<file path="src/rtl/pix_pair_pkg.sv">
package pix_pair_pkg;
  // Strobes from the control to the datapath, one decision per input cycle
  typedef struct packed {
    logic loadOdd;      // capture the current pixel into the odd slot
    logic emitFull;     // current pixel completes a pair
    logic emitPartial;  // line ended with only the odd slot filled
  } pair_ctl_t;
endpackage

</file>
<file path="src/rtl/pix_fmt.sv">
module pix_fmt #(
  parameter int COLOR_W = 8,
  parameter int DROP_W  = 2
) (
  input  logic                 narrow,
  input  logic [3*COLOR_W-1:0] pixIn,
  output logic [3*COLOR_W-1:0] pixOut
);
  localparam int KEEP_W = COLOR_W - DROP_W;

  for (genvar c = 0; c < 3; c++) begin : g_color
    logic [COLOR_W-1:0] full;
    logic [COLOR_W-1:0] reduced;
    assign full    = pixIn[c*COLOR_W +: COLOR_W];
    assign reduced = {{DROP_W{1'b0}}, full[COLOR_W-1 -: KEEP_W]};
    assign pixOut[c*COLOR_W +: COLOR_W] = narrow ? reduced : full;
  end
endmodule

</file>
<file path="src/rtl/pair_ctrl.sv">
module pair_ctrl
  import pix_pair_pkg::*;
(
  input  logic      clk,
  input  logic      rst,
  input  logic      inDe,
  output pair_ctl_t ctl,
  output logic      oddLineErr
);
  logic oddFilled;
  logic deQ;
  logic deRise;

  always_comb begin
    deRise          = inDe & ~deQ;
    ctl.loadOdd     = inDe & (~oddFilled | deRise);
    ctl.emitFull    = inDe & oddFilled & ~deRise;
    ctl.emitPartial = ~inDe & oddFilled;
  end

  always_ff @(posedge clk) begin
    if (rst) begin
      oddFilled  <= 1'b0;
      deQ        <= 1'b0;
      oddLineErr <= 1'b0;
    end else begin
      oddFilled <= ctl.loadOdd;
      deQ       <= inDe;
      if (ctl.emitPartial) oddLineErr <= 1'b1;
    end
  end

  // at most one decision per cycle
  p_strobe_onehot_r2: assert property (@(posedge clk) disable iff (rst)
    $onehot0({ctl.loadOdd, ctl.emitFull, ctl.emitPartial}));

  // a new line never completes a pair on its first pixel
  p_rise_starts_odd_r3: assert property (@(posedge clk) disable iff (rst)
    (inDe && !deQ) |=> (oddFilled || !inDe));

  // error flag is sticky
  p_err_sticky_r8: assert property (@(posedge clk) disable iff (rst)
    oddLineErr |=> oddLineErr);
endmodule

</file>
<file path="src/rtl/pair_datapath.sv">
module pair_datapath
  import pix_pair_pkg::*;
#(
  parameter int PIX_W = 24
) (
  input  logic             clk,
  input  logic             rst,
  input  pair_ctl_t        ctl,
  input  logic [PIX_W-1:0] pix,
  input  logic             inHsync,
  input  logic             inVsync,
  output logic [PIX_W-1:0] outOdd,
  output logic [PIX_W-1:0] outEven,
  output logic             pairValid,
  output logic             outDe,
  output logic             outHsync,
  output logic             outVsync
);
  logic [PIX_W-1:0] holdOdd;
  logic             holdHs;
  logic             holdVs;
  logic             emit;

  assign emit = ctl.emitFull | ctl.emitPartial;

  always_ff @(posedge clk) begin
    if (rst) begin
      holdOdd   <= '0;
      holdHs    <= 1'b0;
      holdVs    <= 1'b0;
      outOdd    <= '0;
      outEven   <= '0;
      pairValid <= 1'b0;
      outDe     <= 1'b0;
      outHsync  <= 1'b0;
      outVsync  <= 1'b0;
    end else begin
      if (ctl.loadOdd) begin
        holdOdd <= pix;
        holdHs  <= inHsync;
        holdVs  <= inVsync;
      end
      pairValid <= emit;
      outDe     <= emit;
      outOdd    <= emit ? holdOdd : '0;
      outEven   <= ctl.emitFull ? pix : '0;
      outHsync  <= emit ? holdHs : inHsync;
      outVsync  <= emit ? holdVs : inVsync;
    end
  end

  // pairs come at most every other cycle
  p_valid_gap_r2: assert property (@(posedge clk) disable iff (rst)
    pairValid |=> !pairValid);

  // quiet data outside pair cycles
  p_blank_quiet_r4: assert property (@(posedge clk) disable iff (rst)
    !pairValid |-> (outOdd == '0 && outEven == '0 && !outDe));

  // a lone odd pixel goes out with an empty even slot
  p_partial_even_zero_r8: assert property (@(posedge clk) disable iff (rst)
    ctl.emitPartial |=> (pairValid && outEven == '0));
endmodule

</file>
<file path="src/rtl/pix_pair_splitter.sv">
module pix_pair_splitter
  import pix_pair_pkg::*;
#(
  parameter int COLOR_W = 8,
  parameter int DROP_W  = 2,
  localparam int PIX_W  = 3 * COLOR_W
) (
  input  logic             clk,
  input  logic             rst,
  input  logic             narrowMode,
  input  logic             inDe,
  input  logic             inHsync,
  input  logic             inVsync,
  input  logic [PIX_W-1:0] inPixel,
  output logic [PIX_W-1:0] outOdd,
  output logic [PIX_W-1:0] outEven,
  output logic             pairValid,
  output logic             outDe,
  output logic             outHsync,
  output logic             outVsync,
  output logic             oddLineErr
);
  pair_ctl_t        ctl;
  logic [PIX_W-1:0] fmtPix;

  pix_fmt #(.COLOR_W(COLOR_W), .DROP_W(DROP_W)) u_fmt (
    .narrow (narrowMode),
    .pixIn  (inPixel),
    .pixOut (fmtPix)
  );

  pair_ctrl u_ctrl (
    .clk        (clk),
    .rst        (rst),
    .inDe       (inDe),
    .ctl        (ctl),
    .oddLineErr (oddLineErr)
  );

  pair_datapath #(.PIX_W(PIX_W)) u_dp (
    .clk       (clk),
    .rst       (rst),
    .ctl       (ctl),
    .pix       (fmtPix),
    .inHsync   (inHsync),
    .inVsync   (inVsync),
    .outOdd    (outOdd),
    .outEven   (outEven),
    .pairValid (pairValid),
    .outDe     (outDe),
    .outHsync  (outHsync),
    .outVsync  (outVsync)
  );

  // the cycle after reset shows no pair and no error
  p_reset_clear_r1: assert property (@(posedge clk)
    rst |=> (!pairValid && !oddLineErr && outOdd == '0));
endmodule

</file>
<file path="config.mk">
export PLATFORM = sky130hd
export DESIGN_NAME = pix_pair_splitter
export DESIGN_NICKNAME = d
export VERILOG_FILES = /design/src/rtl/pix_pair_pkg.sv /design/src/rtl/pix_fmt.sv /design/src/rtl/pair_ctrl.sv /design/src/rtl/pair_datapath.sv /design/src/rtl/pix_pair_splitter.sv
export SDC_FILE = /design/constraint.sdc
export NUM_CORES = 1
export LEC_CHECK = 0
export ABC_AREA = 1
export BUFFER_PORTS_ARGS = -buffer_cell sky130_fd_sc_hd__clkbuf_2
export CORE_UTILIZATION = 51
export DETAILED_ROUTE_END_ITERATION = 8
export HOLD_SLACK_MARGIN = 0.05
export MAX_ROUTING_LAYER = met4
export PLACE_DENSITY = 0.89
export SKIP_LAST_GASP = 1
export SYNTH_ARGS = -nofsm -noshare
export SYNTH_HDL_FRONTEND = slang
export SYNTH_HIERARCHICAL = 1
export SYNTH_SLANG_ARGS = --single-unit
</file>
<file path="constraint.sdc">
create_clock -name clk -period 1.3 [get_ports clk]
set_clock_uncertainty 0.05 [all_clocks]
set_input_delay 0.325 -clock clk [delete_from_list [all_inputs] [get_ports clk]]
set_output_delay 0.325 -clock clk [all_outputs]
set_load 0.005 [all_outputs]
</file>
==> metrics.md, run 1 <==
| Metric | Value |
|---|---|
| CTS Buf Count | 9 |
| Clock Path Buffers | 2 |
| Root Driver | clkbuf_8 |
| Most frequent cells in the layout | 105 x nor2_1, 82 x clkbuf_2, 80 x dfxtp_1 |
| Diode count | 0 |
| Die Ht | 76.9 µm |
| Std cell rows | 26 |
| Fin Setup TNS | 0 ns |
| Filler cell count | 465 |
| IO buf count | 82 |
| Share of layout cells above drive strength 1 | 0.287 |
| Fin crit period | 1.25 ns |
| CTS clk-pin slew, worst paths | 0.08 ns |
| Synth Register Bits | 80 |
| Drt pass-1 iters | 5 |
| Syn Inst Count | 365 |
| Ys Warns | 6 |
| MaxCap Viol Count | 0 |
| CP Capture Type | register |
| Worst vdd ir | 682 µV |
| Post-Syn Nets | 395 |
| Iteration-0 DRC Markers | 165 |
| Status | finished, final reports clean |
| Final Hold Fails | 0 |
| Via/cell ratio | 4.57 |
| FMAX | 803 MHz |
| Critical path arrival | 1.43 ns |
| PwrDens | 1350 nW/µm² |
| Die footprint | 5910 µm² |
| Clk sink count | 80 |
| Final GP Congestion | 0.826 |
| Sequential fraction of the synthesis area | 0.560 |
| Latest clock arrival within the worst-skew pair | 0.34 ns |
| RSZ-0062 raised after global routing | true |
| Final setup viols | 0 |
| Period utilization | 0.958 |
| Final ANT Viol Nets | 0 |
| Slew Limit Fails | 0 |
| Max FO, Critical Path | 13 |
| Final Hold Slack | 0.171 ns |
| Per-cell routed wire length | 11.4 µm |
| Startpoint type of the worst setup path | register |
| Hold Path Class | input pin to register |
| Pin count of the biggest net entering global routing | 27 |
| Leak pwr | 1.84 nW |
| DP HPWL | 4210 µm |
| CORE AREA | 5270 µm² |
| Via Count | 2411 |
| Slew HR | 0.812 |
| DRT Wirelength | 6000 µm |
| Final nets | 482 |
| GRT Util Overall | 0.228 |
| Syn Std Cell Area | 2860 µm² |
| Initial antenna violation count | 0 |
| Top-Level Pins | 83 |
| Worst path required time | 1.48 ns |
| Initial core utilization | 0.543 |
| Number of global-route vias before repair | 2302 |
| Commonest non-fill, non-tap cell in the layout | nor2_1 |
| Total grt overflow | 0 |
| CTS tree | yes |
| First-pass GRT wire length | 10200 µm |
| Area grow syn2layout | 21.8% |
| H-tree levels | 3 |
| CP Class | register to register |
| Synth unique cells | 17 |
| DRC violations left | 0 |
| Die width | 76.9 µm |
| Avg Cell Area, Syn | 7.84 µm² |
| Slew @ Worst Pin | 0.281 ns |
[flip-flops by register name, summed over array words and instances, names as in the netlist]
signal / flops
u_dp/outDe: 1
u_ctrl/deQ: 1
u_ctrl/oddLineErr: 1
u_dp/holdOdd: 24
u_dp/holdVs: 1
u_dp/outEven: 24
u_dp/outHsync: 1
u_dp/outOdd: 24
u_dp/holdHs: 1
u_ctrl/oddFilled: 1
u_dp/outVsync: 1
[stage by stage]
step / setup WS (ns) / power, W / cell area [µm²] / instances / utilization
after floorplan: 0.138 / 0.00291 / 2860 / 365 / -
after global placement: 0.0716 / 0.00302 / 3300 / 511 / 0.626
after detailed placement: 0.0197 / 0.00304 / 3300 / 511 / 0.626
after CTS: 0.0145 / 0.00476 / 3490 / 527 / 0.661
after global routing: -0.0123 / 0.00494 / 3490 / 527 / 0.661
final: 0.0541 / 0.00472 / 3490 / 527 / 0.661
[cells in the mapped netlist]
cell      number  share of area
buf_4          7          0.018
o21ai_0       21          0.037
buf_6          7          0.028
o21ai_1        5         0.0087
buf_8          1         0.0052
inv_4          1         0.0022
a21oi_2        1         0.0031
inv_2          3         0.0039
inv_8          1         0.0039
nand2_2        6          0.013
nor2_1       105           0.14
nor2_4         2         0.0079
nand2_1       56          0.073
dfxtp_1       80           0.56
nor2_2         8          0.017
inv_1         59          0.077
clkbuf_2       2         0.0035
[power breakdown]
part           total, W  switching, W  internal, W
logic          0.000415      0.000255     0.000160
clock network   0.00173      0.000854     0.000877
registers       0.00257     0.0000406      0.00253
total           0.00472       0.00115      0.00357
[critical path: stages (launching register included)]
cell,delay (ns)
dfxtp_1,0.35
nand2_1,0.07
nand2_1,0.12
inv_2,0.09
buf_4,0.18
o21ai_0,0.20
nor2_1,0.07
[area by class of cell]
cell class / instances / area (µm²) / share of cell area
Tap cell: 70 / 87.6 / 0.0251
Clock buffer: 10 / 128 / 0.0366
Clock inverter: 6 / 60.1 / 0.0172
Timing Repair Buffer: 93 / 505 / 0.145
Sequential cell: 80 / 1600 / 0.459
Inverter: 64 / 250 / 0.0718
Multi-Input combinational cell: 204 / 853 / 0.245
[final timing paths]
path / from / end / slack [ns] / cells past startpoint
max: u_ctrl/oddFilled / u_dp/holdOdd[12] / 0.05 / 6
min: inDe / u_ctrl/deQ / 0.17 / 3
max reg2reg: u_ctrl/oddFilled / u_dp/holdOdd[12] / 0.05 / 6
min reg2reg: u_dp/holdOdd[10] / u_dp/outOdd[10] / 0.38 / 2
[metal layers]
layer | share of wire | wire, µm | global-route usage | up-vias
met5 | 0 | 0 | - | -
met4 | 0.014 | 84 | 0.112 | 0
met3 | 0.075 | 447 | 0.0679 | 10
met2 | 0.48 | 2890 | 0.366 | 110
met1 | 0.43 | 2570 | 0.259 | 1063
li1 | - | - | - | 1228
[cells by family after synthesis]
kind of cell / Yosys count / share of synthesized area
compound gates: 27 / 0.0485
buf+inv: 81 / 0.142
flops: 80 / 0.560
simple gates: 177 / 0.250
[repair_timing]
item	CTS	global route
hold buffers	0	0
setup buffers	0	0
resized for setup	0	5
endpoints found under the setup margin	0	22
(Power assumes the default switching activity.)
==> run 2, diff against run 1 <==
==> constraint.sdc (replaced) <==
create_clock -name clk -period 1.3 [get_ports clk]
set_clock_uncertainty 0.05 [all_clocks]
set_input_delay 0.065 -clock clk [delete_from_list [all_inputs] [get_ports clk]]
set_output_delay 0.065 -clock clk [all_outputs]
set_load 0.005 [all_outputs]
==> run 2 against run 1 <==
Against the previous run: cell area is 8.4% higher; worst setup slack worse by 0.027 ns; via count is 5.3% higher; global-route usage is 1.5 points higher; largest power group unchanged.
==> metrics.md, run 2 (same netlist as run 1, synthesis figures left out) <==
| Metric | Value |
|---|---|
| Clock Path Buffers | 2 (unchanged) |
| Top-Level Pins | 83 (unchanged) |
| Worst path required time | 1.52 ns (+0.04 ns) |
| Status | finished, final reports clean |
| Max FO, Critical Path | 12 (-1) |
| Latest clock arrival within the worst-skew pair | 0.34 ns (about the same) |
| Slew @ Worst Pin | 0.364 ns (+0.0821 ns) |
| Critical Path Source | inDe |
| FMAX | 785 MHz (-2.1%) |
| Final Hold Fails | 0 (unchanged) |
| Diode count | 0 (unchanged) |
| Non-Filler Instances | 553 (+4.9%) |
| CP Class | input pin to register |
| IO buf count | 82 (unchanged) |
| Cells on worst reg2reg path | 5 (-1) |
| Placed insts | 507 (-0.78%) |
| Total grt overflow | 0 (unchanged) |
| Slew HR | 0.758 (-0.0548) |
| DRC violations left | 0 (unchanged) |
| Startpoint type of the worst setup path | input pin |
| Initial core utilization | 0.543 (unchanged) |
| Die Ht | 76.9 µm (unchanged) |
| Area grow syn2layout | 32.1% |
| GRT Util Overall | 0.243 (+0.0149) |
| DP HPWL | 4110 µm (-2.5%) |
| Worst vdd ir | 700 µV (+2.6%) |
| Initial antenna violation count | 0 (unchanged) |
| CTS Buf Count | 9 (unchanged) |
| PwrDens | 1290 nW/µm² (-4.7%) |
| Share of layout cells above drive strength 1 | 0.269 (-0.0175) |
| Period utilization | 0.979 (+0.0210) |
| Final GP Congestion | 0.814 (-1.5%) |
| Die footprint | 5910 µm² (unchanged) |
| Number of global-route vias before repair | 2459 (+6.8%) |
| Pre-CTS setup slack | -0.0377 ns (-0.0574 ns) |
| CORE AREA | 5270 µm² (unchanged) |
| Commonest non-fill, non-tap cell in the layout | nor2_1 |
| Drt pass-1 iters | 5 (unchanged) |
| R2R Path Start | u_ctrl/oddFilled |
| Final nets | 508 (+5.4%) |
| Crit path to | u_dp/outEven[7] |
| Reg-to-reg slack, setup | 0.03 ns (-0.03 ns) |
| Worst Slack Setup Final | 0.0268 ns (-0.0273 ns) |
| Die width | 76.9 µm (unchanged) |
| Per-cell routed wire length | 12.1 µm (+6.5%) |
| CP Capture Type | register |
| Leak pwr | 1.96 nW (+6.6%) |
| Pin count of the biggest net entering global routing | 27 (unchanged) |
| Critical path arrival | 1.49 ns (+0.06 ns) |
| H-tree levels | 3 (unchanged) |
| Root Driver | clkbuf_8 |
| CTS tree | yes |
| Clk sink count | 80 (unchanged) |
| Final design utilization | 0.717 (+0.0558) |
| Iteration-0 DRC Markers | 161 (-2.4%) |
| CTS clk-pin slew, worst paths | 0.08 ns (about the same) |
| Most frequent cells in the layout | 103 x nor2_1, 81 x clkbuf_2, 80 x dfxtp_1 |
| First-pass GRT wire length | 10800 µm (+5.8%) |
| Fin crit period | 1.27 ns (+0.0273 ns) |
| Slew Limit Fails | 0 (unchanged) |
| R2R Path End | u_dp/outEven[7] |
| Via Count | 2538 (+5.3%) |
| RSZ-0062 raised after global routing | true |
| DRT Wirelength | 6700 µm (+12%) |
| Final ANT Viol Nets | 0 (unchanged) |
| Hold Path Class | input pin to register |
| Std cell rows | 26 (unchanged) |
| Final setup viols | 0 (unchanged) |
| Top flop regs | u_dp/holdOdd (24), u_dp/outEven (24), u_dp/outOdd (24) |
| Via/cell ratio | 4.59 (+0.32%) |
| Filler cell count | 391 (-16%) |
| MaxCap Viol Count | 0 (unchanged) |
[run 2: cell count changes in the layout (fill, tap and decap cells not counted), moves of 2 or more]
cell and delta:
buf_4 -3, dlygate4sd3_1 +29, inv_2 -3, nand2_1 -2
nand2_2 +2, nor2_1 -2, nor2_2 +2
[run 2: worst max-delay path, cell delays in order]
cell and delay, ns:
dlygate4sd3_1 0.53, clkbuf_2 0.12, inv_2 0.05, nor2_1 0.24
nand2_1 0.14, buf_4 0.21, nor2_1 0.13
[run 2: through the flow]
| stage | TNS [ns] | total power (W) | hold WS, ns | cell area (µm²) |
|---|---|---|---|---|
| 2_1_floorplan | 0 | 0.00291 | 0.0774 | 2860 |
| 3_3_place_gp | 0 | 0.00301 | 0.261 | 3260 |
| 3_5_place_dp | -0.462 | 0.00302 | 0.271 | 3260 |
| 4_1_cts | 0 | 0.00490 | 0.0457 | 3820 |
| 5_1_grt | -0.142 | 0.00507 | 0.0841 | 3780 |
| 6_report | 0 | 0.00488 | 0.0260 | 3780 |
[run 2: worst min path at each step]
| stage | startpoint | to | cells past startpoint |
|---|---|---|---|
| 5_1_grt | inPixel[3] | u_dp/outEven[1] | 5 |
| 6_report | inPixel[3] | u_dp/outEven[1] | 5 |
| 4_1_cts | inPixel[3] | u_dp/holdOdd[1] | 5 |
| 2_1_floorplan | rst | u_ctrl/oddLineErr | 1 |
| 3_3_place_gp | inDe | u_ctrl/deQ | 3 |
| 3_5_place_dp | inDe | u_ctrl/deQ | 3 |
[run 2: area by class of cell]
class | instances | area [µm²] | share of cell area
clock inverter | 5 | 56.3 | 0.0149
tap | 70 | 87.6 | 0.0232
timing repair buffer | 119 | 772 | 0.204
sequential | 80 | 1600 | 0.424
multi-input combinational | 204 | 863 | 0.228
inverter | 64 | 258 | 0.0682
clock buffer | 11 | 141 | 0.0374
[run 2: what timing repair did]
| action | CTS | global route |
|---|---|---|
| gates cloned | 0 | 0 |
| setup endpoints to repair | 24 | 61 |
| buffers inserted | 0 | 1 |
| resized for setup | 1 | 12 |
| hold endpoints to repair | 47 | 0 |
| hold buffers | 36 | 0 |
| pin swaps | 0 | 7 |
[run 2: power by group]
group	leakage (nW)	switching (W)	total, W	internal [W]
Clock	0.0993	0.000877	0.00181	0.000937
Sequential	0.653	0.0000381	0.00257	0.00253
Combinational	1.20	0.000281	0.000494	0.000214
[run 2: per-layer routing]
| metal | global-route usage | part of all wire | up-vias |
|---|---|---|---|
| met2 | 0.394 | 0.49 | 98 |
| met4 | 0.133 | 0.025 | 0 |
| li1 | - | - | 1277 |
| met3 | 0.0476 | 0.055 | 19 |
| met5 | - | 0 | - |
| met1 | 0.283 | 0.43 | 1144 |
